<file path="src/rtl/dbi9_pkg.sv">
package dbi9_pkg;

  typedef enum logic [1:0] {
    SQ_RUN  = 2'd0,
    SQ_PAD  = 2'd1,
    SQ_LEAD = 2'd2
  } seq_state_e;

  localparam logic [1:0] KIND_DATA = 2'b00;
  localparam logic [1:0] KIND_CMD  = 2'b01;

endpackage

</file>
<file path="src/rtl/dbi9_rst_sync.sv">
module dbi9_rst_sync (
  input  logic clk,
  input  logic rst_n,
  output logic rst_n_s
);

  logic [1:0] sync_q;

  always_ff @(posedge clk or negedge rst_n) begin
    if (!rst_n) sync_q <= 2'b00;
    else        sync_q <= {sync_q[0], 1'b1};
  end

  assign rst_n_s = sync_q[1];

endmodule

</file>
<file path="src/rtl/dbi9_seq.sv">
module dbi9_seq
  import dbi9_pkg::*;
#(
  parameter int DW   = 8,
  parameter int PH_W = $clog2(DW + 1)
) (
  input  logic            clk,
  input  logic            rst_n,
  input  logic            in_valid,
  input  logic [1:0]      in_kind,
  input  logic [DW-1:0]   in_byte,
  input  logic [PH_W-1:0] phase,
  input  logic            slot_free,
  output logic            in_ready,
  output logic            step,
  output logic            word_dc,
  output logic [DW-1:0]   word_val,
  output seq_state_e      state
);

  localparam logic [PH_W-1:0] PH_FULL = PH_W'(DW);
  localparam logic [PH_W-1:0] PH_LAST = PH_W'(DW - 1);

  seq_state_e    state_q, state_d;
  logic [DW-1:0] cmd_q, cmd_d;
  logic          pend_q, pend_d;
  logic          cmd_en, pend_en;
  logic          phase_full, phase_zero;

  assign phase_full = (phase == PH_FULL);
  assign phase_zero = (phase == '0);

  always_comb begin
    state_d  = state_q;
    cmd_d    = cmd_q;
    pend_d   = pend_q;
    cmd_en   = 1'b0;
    pend_en  = 1'b0;
    in_ready = 1'b0;
    step     = 1'b0;
    word_dc  = 1'b0;
    word_val = '0;
    case (state_q)
      SQ_RUN: begin
        if (phase_full) begin
          step = slot_free;
        end else begin
          in_ready = slot_free;
          if (in_valid && slot_free) begin
            if (in_kind == KIND_DATA) begin
              step     = 1'b1;
              word_dc  = 1'b1;
              word_val = in_byte;
            end else if (in_kind == KIND_CMD) begin
              cmd_d   = in_byte;
              cmd_en  = 1'b1;
              pend_d  = !phase_zero;
              pend_en = 1'b1;
              state_d = phase_zero ? SQ_LEAD : SQ_PAD;
            end else if (!phase_zero) begin
              pend_d  = 1'b0;
              pend_en = 1'b1;
              state_d = SQ_PAD;
            end
          end
        end
      end
      SQ_PAD: begin
        step = slot_free;
        if (step && phase_full) begin
          state_d = pend_q ? SQ_LEAD : SQ_RUN;
          pend_d  = 1'b0;
          pend_en = 1'b1;
        end
      end
      SQ_LEAD: begin
        step = slot_free;
        if (phase == PH_LAST) word_val = cmd_q;
        if (step && phase_full) state_d = SQ_RUN;
      end
      default: state_d = SQ_RUN;
    endcase
  end

  always_ff @(posedge clk or negedge rst_n) begin
    if (!rst_n) begin
      state_q <= SQ_RUN;
      cmd_q   <= '0;
      pend_q  <= 1'b0;
    end else begin
      state_q <= state_d;
      if (cmd_en)  cmd_q  <= cmd_d;
      if (pend_en) pend_q <= pend_d;
    end
  end

  assign state = state_q;

endmodule

</file>
<file path="src/rtl/dbi9_shift.sv">
module dbi9_shift #(
  parameter int DW   = 8,
  parameter int PH_W = $clog2(DW + 1)
) (
  input  logic            clk,
  input  logic            rst_n,
  input  logic            step,
  input  logic            word_dc,
  input  logic [DW-1:0]   word_val,
  output logic [PH_W-1:0] phase,
  output logic [DW-1:0]   byte_nx
);

  localparam int              CW      = 2 * DW;
  localparam logic [PH_W-1:0] PH_FULL = PH_W'(DW);

  logic [DW-1:0]   carry_q, carry_d;
  logic [PH_W-1:0] phase_q, phase_d;
  logic [CW-1:0]   word_al, merged;

  always_comb begin
    word_al = {word_dc, word_val, {(DW-1){1'b0}}};
    merged  = {carry_q, {DW{1'b0}}} | (word_al >> phase_q);
    if (phase_q == PH_FULL) begin
      byte_nx = carry_q;
      carry_d = '0;
      phase_d = '0;
    end else begin
      byte_nx = merged[CW-1:DW];
      carry_d = merged[DW-1:0];
      phase_d = phase_q + 1'b1;
    end
  end

  always_ff @(posedge clk or negedge rst_n) begin
    if (!rst_n) begin
      carry_q <= '0;
      phase_q <= '0;
    end else if (step) begin
      carry_q <= carry_d;
      phase_q <= phase_d;
    end
  end

  assign phase = phase_q;

endmodule

</file>
<file path="src/rtl/dbi9_obuf.sv">
module dbi9_obuf #(
  parameter int DW = 8
) (
  input  logic          clk,
  input  logic          rst_n,
  input  logic          load,
  input  logic [DW-1:0] byte_nx,
  input  logic          out_ready,
  output logic          out_valid,
  output logic [DW-1:0] out_byte,
  output logic          slot_free
);

  logic          valid_q, valid_d;
  logic [DW-1:0] byte_q;

  assign slot_free = !valid_q || out_ready;

  always_comb begin
    valid_d = valid_q;
    if (load)           valid_d = 1'b1;
    else if (out_ready) valid_d = 1'b0;
  end

  always_ff @(posedge clk or negedge rst_n) begin
    if (!rst_n) begin
      valid_q <= 1'b0;
      byte_q  <= '0;
    end else begin
      valid_q <= valid_d;
      if (load) byte_q <= byte_nx;
    end
  end

  assign out_valid = valid_q;
  assign out_byte  = byte_q;

endmodule

</file>
<file path="src/rtl/dbi9_packer.sv">
module dbi9_packer
  import dbi9_pkg::*;
#(
  parameter int DW = 8
) (
  input  logic          clk,
  input  logic          rst_n,
  input  logic          in_valid,
  output logic          in_ready,
  input  logic [1:0]    in_kind,
  input  logic [DW-1:0] in_byte,
  output logic          out_valid,
  input  logic          out_ready,
  output logic [DW-1:0] out_byte
);

  localparam int PH_W = $clog2(DW + 1);

  logic            rst_n_s;
  logic [PH_W-1:0] phase_w;
  logic            slot_free_w;
  logic            step_w;
  logic            word_dc_w;
  logic [DW-1:0]   word_val_w;
  logic [DW-1:0]   byte_nx_w;
  seq_state_e      state_w;

  dbi9_rst_sync u_rst (
    .clk     (clk),
    .rst_n   (rst_n),
    .rst_n_s (rst_n_s)
  );

  dbi9_seq #(.DW(DW), .PH_W(PH_W)) u_seq (
    .clk       (clk),
    .rst_n     (rst_n_s),
    .in_valid  (in_valid),
    .in_kind   (in_kind),
    .in_byte   (in_byte),
    .phase     (phase_w),
    .slot_free (slot_free_w),
    .in_ready  (in_ready),
    .step      (step_w),
    .word_dc   (word_dc_w),
    .word_val  (word_val_w),
    .state     (state_w)
  );

  dbi9_shift #(.DW(DW), .PH_W(PH_W)) u_shift (
    .clk      (clk),
    .rst_n    (rst_n_s),
    .step     (step_w),
    .word_dc  (word_dc_w),
    .word_val (word_val_w),
    .phase    (phase_w),
    .byte_nx  (byte_nx_w)
  );

  dbi9_obuf #(.DW(DW)) u_obuf (
    .clk       (clk),
    .rst_n     (rst_n_s),
    .load      (step_w),
    .byte_nx   (byte_nx_w),
    .out_ready (out_ready),
    .out_valid (out_valid),
    .out_byte  (out_byte),
    .slot_free (slot_free_w)
  );

endmodule

</file>
<file path="config.mk">
export PLATFORM = sky130hd
export DESIGN_NAME = dbi9_packer
export DESIGN_NICKNAME = d
export VERILOG_FILES = /design/src/rtl/dbi9_pkg.sv /design/src/rtl/dbi9_rst_sync.sv /design/src/rtl/dbi9_seq.sv /design/src/rtl/dbi9_shift.sv /design/src/rtl/dbi9_obuf.sv /design/src/rtl/dbi9_packer.sv
export SDC_FILE = /design/constraint.sdc
export NUM_CORES = 1
export LEC_CHECK = 0
export ABC_AREA = 1
export ABC_CLOCK_PERIOD_IN_PS = 1900
export BUFFER_PORTS_ARGS = -buffer_cell sky130_fd_sc_hd__buf_2
export CAP_MARGIN = 20
export CELL_PAD_IN_SITES_DETAIL_PLACEMENT = 0
export CELL_PAD_IN_SITES_GLOBAL_PLACEMENT = 2
export CORE_MARGIN = 2
export CORE_UTILIZATION = 33
export DETAILED_ROUTE_END_ITERATION = 10
export PLACE_DENSITY_LB_ADDON = 0.1
export SYNTH_ARGS = -nofsm -noshare
export SYNTH_HDL_FRONTEND = slang
export SYNTH_SLANG_ARGS = --single-unit
</file>
<file path="constraint.sdc">
create_clock -name clk -period 1.9 [get_ports clk]
set_input_delay 0.19 -clock clk [delete_from_list [all_inputs] [get_ports clk]]
set_output_delay 0.19 -clock clk [all_outputs]
set_load 0.05 [all_outputs]
</file>
# Word-level counts from Yosys, hierarchy flattened
# Index checks and enable logic that the tools add are counted.
[classes] eq_ne=11 mux=47 addsub=1 n_reduce_logical=14 n_bitwise=3 n_shift=1
[op_table] cell="$mux 8" n=6
[op_table] cell="$mux 1" n=26
[op_table] cell="$mux 2" n=9
[op_table] cell="$or 16x16->16" n=1
[op_table] cell="$pmux 8 s2" n=1
[op_table] cell="$shr 16x4->16" n=1
[op_table] cell="$reduce_and 6->1" n=2
[op_table] cell="$reduce_and 7->1" n=1
[op_table] cell="$ne 2x1->1 const B" n=3
[op_table] cell="$pmux 1 s2" n=3
[op_table] cell="$pmux 2 s3" n=1
[op_table] cell="$add 4x1->4 const B" n=1
[op_table] cell="$eq 2x1->1 const B" n=2
[op_table] cell="$eq 4x3->1 const B" n=1
[op_table] cell="$eq 4x4->1 const B" n=1
[op_table] cell="$logic_not 2->1" n=2
[op_table] cell="$logic_not 4->1" n=1
[op_table] cell="$mux 4" n=1
[op_table] cell="$ne 2x2->1 const B" n=2
[op_table] cell="$reduce_bool 2->1" n=2
[op_table] cell="$ne 3x3->1 const B" n=1
[op_table] cell="$eq 2x2->1 const B" n=1
[op_table] cell="$logic_and 1x1->1" n=2
[op_table] cell="$logic_not 1->1" n=2
[op_table] cell="3 further kinds" n=4
[word_totals] output_inout_bits=10 regBits=34 word_cells=85 inputBits=14

# Logic depth before layout (Yosys ltp)
# Gate-level depths: netlist of the first run.
[logic_depth] depth_word=9 mapped_depth=15

# Cells and area by module
# From an unflattened synthesis of the first run, not the netlist that was laid out.
[unflattened] cells_unflattened=309 area_unflattened_um2=2306.0
[modules_own_cells] module="dbi9_shift" instances=1 area_each_um2=1092.3 seq_area_each_um2=300.3 cells_each=157
[modules_own_cells] module="dbi9_seq" instances=1 area_each_um2=818.3 seq_area_each_um2=275.3 cells_each=111
[modules_own_cells] module="dbi9_obuf" instances=1 area_each_um2=341.6 seq_area_each_um2=225.2 cells_each=38
[modules_own_cells] module="dbi9_rst_sync" instances=1 area_each_um2=53.8 seq_area_each_um2=50.0 cells_each=3

# Worst setup path before layout of the first run
# OpenSTA, ideal clock, no wires.
[synth_timing] path_kind="reg-to-reg" startpoint="reg u_shift.phase_q[1] (netlist: u_shift.phase[1])" endpoint="reg u_obuf.byte_q[4] (netlist: u_obuf.out_byte[4])" path_stages_with_launch=15 slack_ns=-0.156 setup_time_ns=0.128 path_buffers=3 synth_period_minus_slack_ns=2.056 arrival_ns=1.928 cell_sequence="dfrtp_1 inv_1 clkbuf_1 ha_1 nand2_1 nor2_2 nand2_1 o21ai_0 nand2_1 nand2_1 nand2_1 buf_2 buf_2 nand2_1 o21ai_0"
[synth_via] elab_chain_len=6 word_cells_on_any_way=12
[synth_lines] item="from (decl)" line="dbi9_shift.sv:18" text="logic [PH_W-1:0] phase_q, phase_d;"
[synth_lines] item="from (signal assigned)" line="dbi9_shift.sv:41" text="phase_q <= phase_d;"
[synth_lines] item="$eq 4x3->1 or $eq 4x4->1 (tied branches)" line="dbi9_seq.sv:78, dbi9_seq.sv:30, dbi9_shift.sv:24"
[synth_lines] item="$mux 8, or another cell as far along" line="dbi9_seq.sv:78" text="if (phase == PH_LAST) word_val = cmd_q;"
[synth_lines] item="$pmux 8 s2 or $mux 1 (tied branches)" line="dbi9_seq.sv:43" text="case (state_q)"
[synth_lines] item="$shr 16x4->16" line="dbi9_shift.sv:23" text="merged = {carry_q, {DW{1'b0}}} | (word_al >> phase_q);"
[synth_lines] item="$or 16x16->16" line="dbi9_shift.sv:23"
[synth_lines] item="$mux 8" line="dbi9_shift.sv:24" text="if (phase_q == PH_FULL) begin"
[synth_lines] item="to (signal assigned)" line="dbi9_obuf.sv:31" text="if (load) byte_q <= byte_nx;"
[synth_lines] item="to (decl)" line="dbi9_obuf.sv:15" text="logic [DW-1:0] byte_q;"
# Several ways; a longest one is shown, not always the timed one.
# A chain may end at the register's enable or synchronous reset.

# Worst setup path in the final report of the first run
[layout_timing] startpoint="reg u_shift.phase_q[0] (netlist: u_shift.phase[0])" endpoint="reg u_seq.cmd_q[0]"
[layout_via] elab_chain_len=4 word_cells_on_any_way=5
[layout_lines] item="$eq 4x4->1 *" line="dbi9_seq.sv:30" text="assign phase_full = (phase == PH_FULL);"
[layout_lines] item="$mux 1" line="dbi9_seq.sv:45" text="if (phase_full) begin"
[layout_lines] item="$mux 1" line="dbi9_seq.sv:43"
[layout_lines] item="$reduce_and 6->1 (no source line) *"
[layout_lines] item="to (signal assigned)" line="dbi9_seq.sv:92" text="if (cmd_en) cmd_q <= cmd_d;"
[layout_lines] item="to (decl)" line="dbi9_seq.sv:25" text="logic [DW-1:0] cmd_q, cmd_d;"
# Mark *: on every way between the ends. The rest lies on a longest branch, timed or not.

==> results of run 1 <==
## critical path, stage by stage (launching register included)
cell	delay, ns
dfrtp_2	0.45
inv_2	0.09
ha_4	0.14
nand2_4	0.05
nor2_4	0.15
nor2_4	0.06
buf_6	0.14
buf_4	0.13
nand3_2	0.16
mux2_2	0.36
## layout make-up
type | instances | area share
Clock inverter | 1 | 0.0103
Tap cell | 75 | 0.0320
Multi-Input combinational cell | 216 | 0.482
Sequential cell | 34 | 0.292
Clock buffer | 7 | 0.0261
Inverter | 20 | 0.0265
Timing Repair Buffer | 56 | 0.131
## repair_timing
action                                  4_1_cts  5_1_grt
hold buffers                                  1        0
buffers inserted                              1       10
gates cloned                                  0        2
endpoints found under the hold margin         2        0
endpoints found under the setup margin        5       31
resized for setup                             5       89
pin swaps                                     0       24
## cell families (layout without fill, tap and decap cells)
group / count (synthesis) / count (layout) / synth area share
other: 1 / 1 / 0.00182
adders and majority gates: 6 / 6 / 0.0364
DFF: 34 / 34 / 0.412
and+or+nand+nor: 163 / 164 / 0.347
muxes: 8 / 8 / 0.0437
xor gates and xnor gates: 1 / 1 / 0.00425
buffers and inverters: 31 / 84 / 0.0625
AOI/OAI and AO/OA: 36 / 36 / 0.0922
## worst max-delay path by stage
stage	end	depth (start not counted)
final	u_seq.cmd_q[0]	9
after CTS	u_obuf.out_byte[3]	14
after global routing	u_obuf.out_byte[2]	14
after floorplan	u_obuf.out_byte[4]	14
after detailed placement	u_shift.carry_q[0]	14
after global placement	u_shift.carry_q[6]	12
## registers in the layout, indices dropped and copies added, names as in the netlist
name,flops
u_obuf.out_byte,8
u_obuf.out_valid,1
u_rst.sync_q,2
u_seq.cmd_q,8
u_seq.pend_q,1
u_seq.state,2
u_shift.carry_q,8
u_shift.phase,4
## cells in the mapped netlist
library cell	n	area, um2
nor3_1	1	5.00
nand4_1	2	12.5
nor2_1	21	78.8
a21oi_1	15	75.1
a31o_2	1	8.76
buf_4	2	15.0
nand2_1	77	289
dfrtp_1	34	851
nor2_2	2	12.5
nand3_2	1	10.0
o21ai_1	5	25.0
xor2_1	1	8.76
mux2_2	8	90.1
o21ai_0	12	60.1
a21o_2	1	8.76
inv_2	4	15.0
clkinv_1	1	3.75
conb_1	1	3.75
o22ai_1	1	6.26
clkbuf_1	4	15.0
a31oi_1	1	6.26
inv_1	15	56.3
nor2_4	2	22.5
buf_2	4	20.0
nand3_1	57	285
ha_1	6	75.1
buf_1	1	3.75
## metal layers
layer  wire, um  vias up  GRT usage  share of wire
met5          0        -          0              0
met3        168        6     0.0368          0.028
met4         75        0     0.0358          0.012
met1       3010      983      0.250           0.50
li1           -     1033          -              -
met2       2810       32      0.287           0.46
## cells in the final DEF (no fill, tap or decap), types with 2 or more instances in the layout
cell type / n
nand2_1: 57
mux2_2: 8
dfrtp_2: 3
a21oi_2: 3
a21oi_1: 12
inv_1: 10
nand4_1: 2
o21ai_0: 8
buf_2: 23
dfrtp_1: 31
o21ai_1: 8
clkbuf_8: 5
ha_4: 4
ha_1: 2
buf_4: 28
clkbuf_1: 2
buf_6: 3
nand3_1: 25
nand2_4: 3
nand2_2: 17
inv_2: 8
nor2_4: 6
nor2_1: 19
nand3_2: 32
## through the flow
stage	instance area [um2]	setup WS [ns]	hold slack, ns	setup TNS (ns)	total power, mW
finish	2930	0.0435	0.160	0	5.64
global route	2930	-0.0347	0.150	-0.196	6.16
CTS	2510	0.00383	0.147	0	5.03
detailed placement	2370	-0.00122	-0.0247	-0.00122	4.30
global placement	2370	-0.0216	-0.0247	-0.0383	4.32
floorplan	2080	0.00748	-0.106	0	3.40
## where the power goes
| group | switching, mW | internal (mW) |
|---|---|---|
| registers | 0.216 | 1.07 |
| clock network | 0.273 | 0.393 |
| logic | 2.32 | 1.38 |
==> impl_results.md, run 1 <==
* Vias in the first global route at 2,001
* VDD IR max at 994 uV
* R2R Setup Slk at 0.04 ns
* CP Capture Type: flop
* Setup repair after global routing missed its margin: yes
* Clock-pin slew on the worst setup and hold paths at 0.07 ns
* Tot GR Track Use at 0.179
* Post-synthesis sequential area ratio at 0.412
* Cell Count, Final, Fillers Out at 409
* Post-DP HPWL at 4240 um
* First-pass GRT wire length at 9900 um
* PortBufs at 23
* Footprint of the multi-input gates at 1410 um2
* FF-to-FF Start: u_shift.phase[0]
* Register area at 855 um2
* Sink Count at 34
* Via count at 2,054
* Mapped Nets at 300
* Root buffer cell: clkbuf_8
* Largest net degree at the start of global routing at 33
* Core area at 5990 um2
* Total global routing overflow at 0
* DIE AREA at 6900 um2
* Routed Antenna Nets at 0
* Worst Setup SP: u_shift.phase[0]
* Mapped Cells at 280
* F_max at 0.539 GHz
* DRT Pass-1 Iters at 4
* Depth of the worst register-to-register path at 9
* Synth warn at 0
* Top Ports at 24
* Iteration-0 DRC Markers at 60
* Count of final setup violators at 0
* WS Path Type: reg2reg
* Maximum clock insertion buffer count at 2
* Min-delay worst type: in2reg
* Row count at 28
* CTS tree: yes
* Placed insts at 387
* Post-DR wirelength/cell at 14.8 um
* H-tree depth at 2
* Startpoint Class: flop
* Antenna diode count at 0
* Period utilisation layout at 0.977
* Distinct cells, synth at 27
* Pwr/cell area at 1930 nW/um2
* Chip width at 83.1 um
* DR vias/cell at 5.02
* Insertion delay to the later sink of the worst-skew pair at 0.29 ns
* Layout cell share with drive strength beyond 1 at 0.452
* Die H at 83.1 um
* Initial cell density of the core at 0.344
* CP arrival at 2.03 ns
* Synthesized area at 2060 um2
* Placer congestion estimate at 0.817
* Total Wirelength at 6060 um
* Worst hold start: in_byte[0]
* Total CTS buffers at 5
* R2r endpoint: u_seq.cmd_q[0]
* Nets at 353
* Fillcell total at 608
* Maxcap violations at 0
* FF+latch count, synth at 34
* Period minus WS final at 1.86 ns
* Area Overhead vs Synth at 42.0%
* Drc violations at 0
* Antenna violations before repair at 0
* Static Leak at 1.41 nW
* Status: completed
* Average size of a mapped cell at 7.37 um2
* Util after Layout at 0.489
* Worst clock skew at 0.00281 ns
* Hold endpoint: u_seq.cmd_q[0]
* Slew Limit Fails at 0
* Hold Vio Cnt, Final at 0
* Worst EP required at 2.08 ns
* WHS Path Cells at 2
* CP max FO at 8
No activity file was read; power rests on OpenSTA's default activity.
==> run 2, diff against run 1 <==
ABC_AREA = 0   (was 1)
CORE_ASPECT_RATIO = 0.8   (was default)
CORE_UTILIZATION = 37   (was 33)
==> run 2 against run 1 <==
Compared with the run above: total power increased by 10%; wire length grew 27%; synthesized cell count decreased by 9.6%; the flow now finishes with violations (negative setup slack); sequential power is essentially flat; die area is 2.2% higher; largest cell class unchanged; utilization is 9.7 points higher.
==> impl_results.md, run 2 <==
* Status: finished with violations
* Failing checks: negative setup slack
* Core area at 6280 um2
* Nets at 367
* Antenna diode count at 0
* WHS Path Cells at 2
* Post-Synth Simple-Gate Area at 0.188
* R2R Setup Slk at -0.29 ns
* Distinct cells, synth at 60
* Routed Antenna Nets at 0
* Setup WS post-layout at -0.287 ns
* H-tree depth at 2
* Mapped Cells at 253
* Count of final setup violators at 30
* CTS tree: yes
* R2r endpoint: u_obuf.out_byte[3]
* Total CTS buffers at 5
* Register area at 853 um2
* Post-synthesis compound-gate area fraction at 0.273
* Largest net degree at the start of global routing at 33
* Iteration-0 DRC Markers at 120
* Async S/R FF share, synth at 1.00
* CP arrival at 2.36 ns
* Total global routing overflow at 0
* Fin area at 3680 um2
* Hold Vio Cnt, Final at 0
* Post-synthesis sequential area ratio at 0.360
* Xor and xnor area share after synthesis at 0
* Min-delay worst type: in2reg
* F_max at 0.457 GHz
* Top cells by count, synth: dfrtp_1 (34), nand2_1 (28), nor2_1 (21)
* CP max FO at 5
* Placed insts at 412
* Total Wirelength at 7700 um
* Area Overhead vs Synth at 55.5%
* Overall Power at 6.22 mW
* DR vias/cell at 5.58
* Synth warn at 0
* Mux cell area share after synthesis at 0.0894
* DRT Pass-1 Iters at 4
* Period minus WS final at 2.19 ns
* First-pass GRT wire length at 12,600 um
* Setup repair after global routing missed its margin: yes
* Largest family of logic cells by synthesized area: compound AO/OA/AOI/OAI gates
* Startpoint Class: flop
* Post-DR wirelength/cell at 17.8 um
* Top Ports at 24
* FF-to-FF Start: u_shift.phase[0]
* Insertion delay to the later sink of the worst-skew pair at 0.29 ns
* Count leader, synth: dfrtp_1
* Worst clock skew at 0.00626 ns
* VDD IR max at 717 uV
* Top post-synthesis cells by area: dfrtp_1 (36%), mux2i_1 (4.7%), nand2_1 (4.4%)
* Worst hold slack at 0.184 ns
* Static Leak at 1.58 nW
* Slew Limit Fails at 0
* Antenna violations before repair at 0
* Post-synth top flop: dfrtp_1
* Commonest non-fill, non-tap cell in the layout: buf_4
* Commonest non-fill, non-tap cells in the layout: buf_4 (68), dfrtp_1 (32), nand2_1 (24)
* Depth of the worst register-to-register path at 11
* Mapped Nets at 273
* Period utilisation layout at 1.15
* Tot GR Track Use at 0.235
* Initial cell density of the core at 0.377
* Cell Count, Final, Fillers Out at 432
* Clock-pin slew on the worst setup and hold paths at 0.08 ns
* Vias in the first global route at 2,319
* Row count at 26
* Via count at 2,412
* Chip width at 93.4 um
* Adder-cell share of the synthesized area at 0.0317
* Layout cell share with drive strength beyond 1 at 0.534
* Die H at 75.5 um
* Placer congestion estimate at 0.882
* Maxcap violations at 0
* FF+latch count, synth at 34
* Maximum clock insertion buffer count at 2
* DP Area at 3150 um2
* WS Path Type: reg2reg
* Drc violations at 0
* DIE AREA at 7050 um2
* Post-DP HPWL at 5780 um
* Area share of the largest cell type after synthesis at 0.360
* PortBufs at 23
* Root buffer cell: clkbuf_8
* EDFF count, synth at 0
* Util after Layout at 0.586
* Worst hold start: in_byte[2]
* Synthesized area at 2370 um2
* Footprint of the multi-input gates at 1790 um2
* CP Capture Type: flop
* Average size of a mapped cell at 9.35 um2
* Pwr/cell area at 1690 nW/um2
* Hold endpoint: u_seq.cmd_q[2]
* Placement Setup Slack at -0.368 ns
* Sink Count at 34
* Largest area contributor in the netlist: dfrtp_1
* Post-Route Setup TNS at -3.54 ns
* Worst EP required at 2.08 ns
* Fillcell total at 558
[run 2: cell types whose count changed in the layout (fill, tap and decap cells not counted), sizes merged, moves of 5 or more]
cell / before / now
inv: 19 / 5
buf: 55 / 103
a32oi: 0 / 13
mux2i: 0 / 11
nand2: 77 / 28
a211oi: 0 / 6
nand3: 58 / 7
nand2b: 0 / 7
nor2: 26 / 21
[run 2: timing repair]
| action | 4_1_cts | 5_1_grt |
|---|---|---|
| resized for setup | 34 | 44 |
| setup endpoints to repair | 28 | 33 |
| pin swaps | 17 | 22 |
| endpoints found under the hold margin | 2 | 0 |
| hold buffers | 1 | 0 |
| setup buffers | 8 | 5 |
[run 2: worst max path at each step]
| stage | start | endpoint | slack, ns | depth (start not counted) |
|---|---|---|---|---|
| 3_3_place_gp | u_shift.phase[0] | u_obuf.out_byte[3] | -0.35 | 11 |
| 6_report | u_shift.phase[0] | u_obuf.out_byte[3] | -0.29 | 11 |
| 2_1_floorplan | u_shift.phase[0] | u_shift.carry_q[3] | -0.24 | 11 |
| 3_5_place_dp | u_shift.phase[0] | u_obuf.out_byte[3] | -0.37 | 11 |
| 5_1_grt | u_shift.phase[0] | u_obuf.out_byte[3] | -0.34 | 11 |
| 4_1_cts | u_shift.phase[0] | u_obuf.out_byte[3] | -0.29 | 11 |
[run 2: final cells by class]
| type | count | area share |
|---|---|---|
| clock inverters | 1 | 0.00136 |
| flip-flops and latches | 34 | 0.232 |
| multi-input cells | 196 | 0.487 |
| inverters | 6 | 0.00952 |
| well taps | 84 | 0.0286 |
| clock buffers | 7 | 0.0235 |
| repair buffers | 104 | 0.218 |
[run 2: where the power goes]
| part | switching, mW | internal, mW |
|---|---|---|
| combinational | 2.36 | 2.02 |
| sequential | 0.239 | 1.02 |
| clock | 0.281 | 0.293 |
[run 2: critical path: stages (launching register included)]
cell      delay, ns
dfrtp_2        0.44
buf_12         0.14
clkinv_8       0.04
ha_4           0.12
nand3b_4       0.07
and2_4         0.17
buf_6          0.12
a32oi_4        0.29
buf_6          0.17
nor2_4         0.05
o41ai_4        0.35
a21oi_1        0.10
[run 2: cells by family after synthesis]
group                    count (synthesis)
AO/OA/AOI/OAI                           83
buffers and inverters                   23
multiplexers                            20
other                                    1
flip-flops                              34
adder cells (fa/ha/maj)                  6
AND/OR/NAND/NOR                         86
[run 2: routing by layer]
layer / global-route usage / wire length, um
met4: 0.0539 / 41
met1: 0.329 / 3790
met2: 0.391 / 3610
met3: 0.0326 / 262
met5: 0 / 0
==> run 3, diff against run 2 <==
ABC_CLOCK_PERIOD_IN_PS = 1800   (was 1900)
CORE_UTILIZATION = 33   (was 37)
clock period = 1.8 ns   (was 1.9 ns; I/O delays follow)
==> run 3 against run 2 <==
Compared with the run above: the run still ends with negative setup slack left; die area grew 12%; count of clock-buffer cells in the layout is the same; cell area grew 2.8%; register-to-register slack lost 0.06 ns; worst setup slack lost 0.059 ns; critical path depth shrank 4; clock skew shrank 0.0014 ns; utilization shrank 4.0 points; cell count grew 3.2%; worst hold slack lost 0.028 ns; clock power grew 22%.
==> impl_results.md, run 3 (synthesized netlist as in run 2, its figures left out) <==
* WS Path Type: reg2reg
* Static Leak at 1.65 nW
* Failing checks: negative setup slack
* Depth of the worst register-to-register path at 7
* Fin area at 3780 um2
* FF-to-FF Start: u_shift.phase[0]
* Routed Antenna Nets at 0
* Slew @ Worst Pin at 0.495 ns
* Drc violations at 0
* Slew Limit Fails at 0
* Area Overhead vs Synth at 59.9%
* DP Area at 3200 um2
* Commonest non-fill, non-tap cell in the layout: buf_4
* Layout cell share with drive strength beyond 1 at 0.538
* Sink Count at 34
* Total global routing overflow at 0
* Hold Vio Cnt, Final at 0
* Fillcell total at 647
* Critical Path Sink: u_obuf.out_byte[3]
* Period utilisation layout at 1.19
* Count of final setup violators at 33
* Via count at 2,493
* Root buffer cell: clkbuf_8
* Max-slew headroom at 0.669
* Status: finished with violations
* Maximum clock insertion buffer count at 2
* Insertion delay to the later sink of the worst-skew pair at 0.29 ns
* Largest net degree at the start of global routing at 33
* Min-delay worst type: in2reg
* Placer congestion estimate at 0.855
* VDD IR max at 703 uV
* Commonest non-fill, non-tap cells in the layout: buf_4 (75), dfrtp_1 (30), nand2_1 (24)
* Clock-pin slew on the worst setup and hold paths at 0.07 ns
* PortBufs at 23
* Setup WS post-layout at -0.346 ns
* Row count at 27
* Antenna diode count at 0
* Worst hold slack at 0.156 ns
* Total Wirelength at 8340 um
* R2R Setup Slk at -0.35 ns
* CTS tree: yes
* CP arrival at 2.31 ns
* H-tree depth at 2
* DRT Pass-1 Iters at 5
* DIE AREA at 7870 um2
* Chip width at 98.7 um
* CP max FO at 7
* Setup repair after global routing missed its margin: yes
* Initial cell density of the core at 0.342
* Antenna violations before repair at 0
* Post-DR wirelength/cell at 18.7 um
* Top Ports at 24
* Util after Layout at 0.546
* Placement Setup Slack at -0.502 ns
* R2r endpoint: u_obuf.out_byte[3]
* F_max at 0.466 GHz
* Worst Setup SP: u_shift.phase[0]
* Iteration-0 DRC Markers at 202
* Tot GR Track Use at 0.222
* DR vias/cell at 5.59
* Worst EP required at 1.96 ns
* Period minus WS final at 2.15 ns
* Die H at 79.7 um
* CP Capture Type: flop
* Core area at 6930 um2
* First-pass GRT wire length at 13,600 um
* Total CTS buffers at 5
* Overall Power at 6.93 mW
* Nets at 378
* Pwr/cell area at 1830 nW/um2
* Post-DP HPWL at 6020 um
* Maxcap violations at 0
* Vias in the first global route at 2,535
* Startpoint Class: flop
* Worst clock skew at 0.00486 ns
==> run 3: changes by cell type in the layout (fill, tap and decap cells not counted), sizes merged <==
cell / before / now
and2: 3 / 4
buf: 103 / 113
clkinv: 2 / 1
bufinv: 0 / 1
==> run 3: worst min path at each step <==
| stage | from | to | slack, ns | cells past startpoint |
|---|---|---|---|---|
| floorplan | rst_n | u_rst.sync_q[0] | -0.12 | 0 |
| global placement | rst_n | u_rst.sync_q[1] | -0.03 | 1 |
| detailed placement | rst_n | u_rst.sync_q[0] | -0.03 | 1 |
| CTS | in_byte[2] | u_seq.cmd_q[2] | 0.15 | 2 |
| global route | in_byte[2] | u_seq.cmd_q[2] | 0.15 | 2 |
| finish | in_byte[2] | u_seq.cmd_q[2] | 0.16 | 2 |
==> run 3: power breakdown <==
group	internal (mW)	switching, mW	total [mW]	leakage, nW
registers	1.08	0.282	1.37	0.425
clock network	0.414	0.284	0.698	0.0524
logic	2.26	2.61	4.87	1.17
total	3.76	3.17	6.93	1.65
==> run 3: final cells by class <==
class,count,area [um2],share of cell area
inverter,6,37.5,0.00992
sequential,34,856,0.226
clock buffer,7,76.3,0.0202
multi-input combinational,197,1780,0.469
tap,87,109,0.0288
timing repair buffer,114,898,0.238
clock inverter,1,30.0,0.00794
==> run 3: routing by layer <==
layer	part of all wire	up-vias	routed length, um	track usage
met5	0	-	0	0
met4	0.0071	0	59	0.0466
met3	0.054	6	451	0.0377
met2	0.44	69	3640	0.331
met1	0.50	1242	4190	0.336
li1	-	1176	-	-
==> run 3: critical path, cell delays in order (launching register included) <==
cell      delay, ns
dfrtp_2        0.48
ha_4           0.18
and4b_2        0.25
buf_12         0.15
a32oi_4        0.33
a211oi_2       0.16
o41ai_2        0.37
a21oi_1        0.11
==> run 3: stage by stage <==
| stage | cells | setup TNS (ns) |
|---|---|---|
| after CTS | 438 | -6.84 |
| after detailed placement | 421 | -7.62 |
| after global placement | 421 | -7.50 |
| after floorplan | 253 | -5.66 |
| after global routing | 446 | -10.56 |
| final | 446 | -7.68 |
==> run 3: what timing repair did <==
action | CTS | global route
buffers inserted | 6 | 9
gates resized for setup | 42 | 39
hold buffers | 1 | 0
endpoints found under the setup margin | 33 | 33
gates cloned | 2 | 0
pin swaps | 17 | 16
hold endpoints to repair | 2 | 0
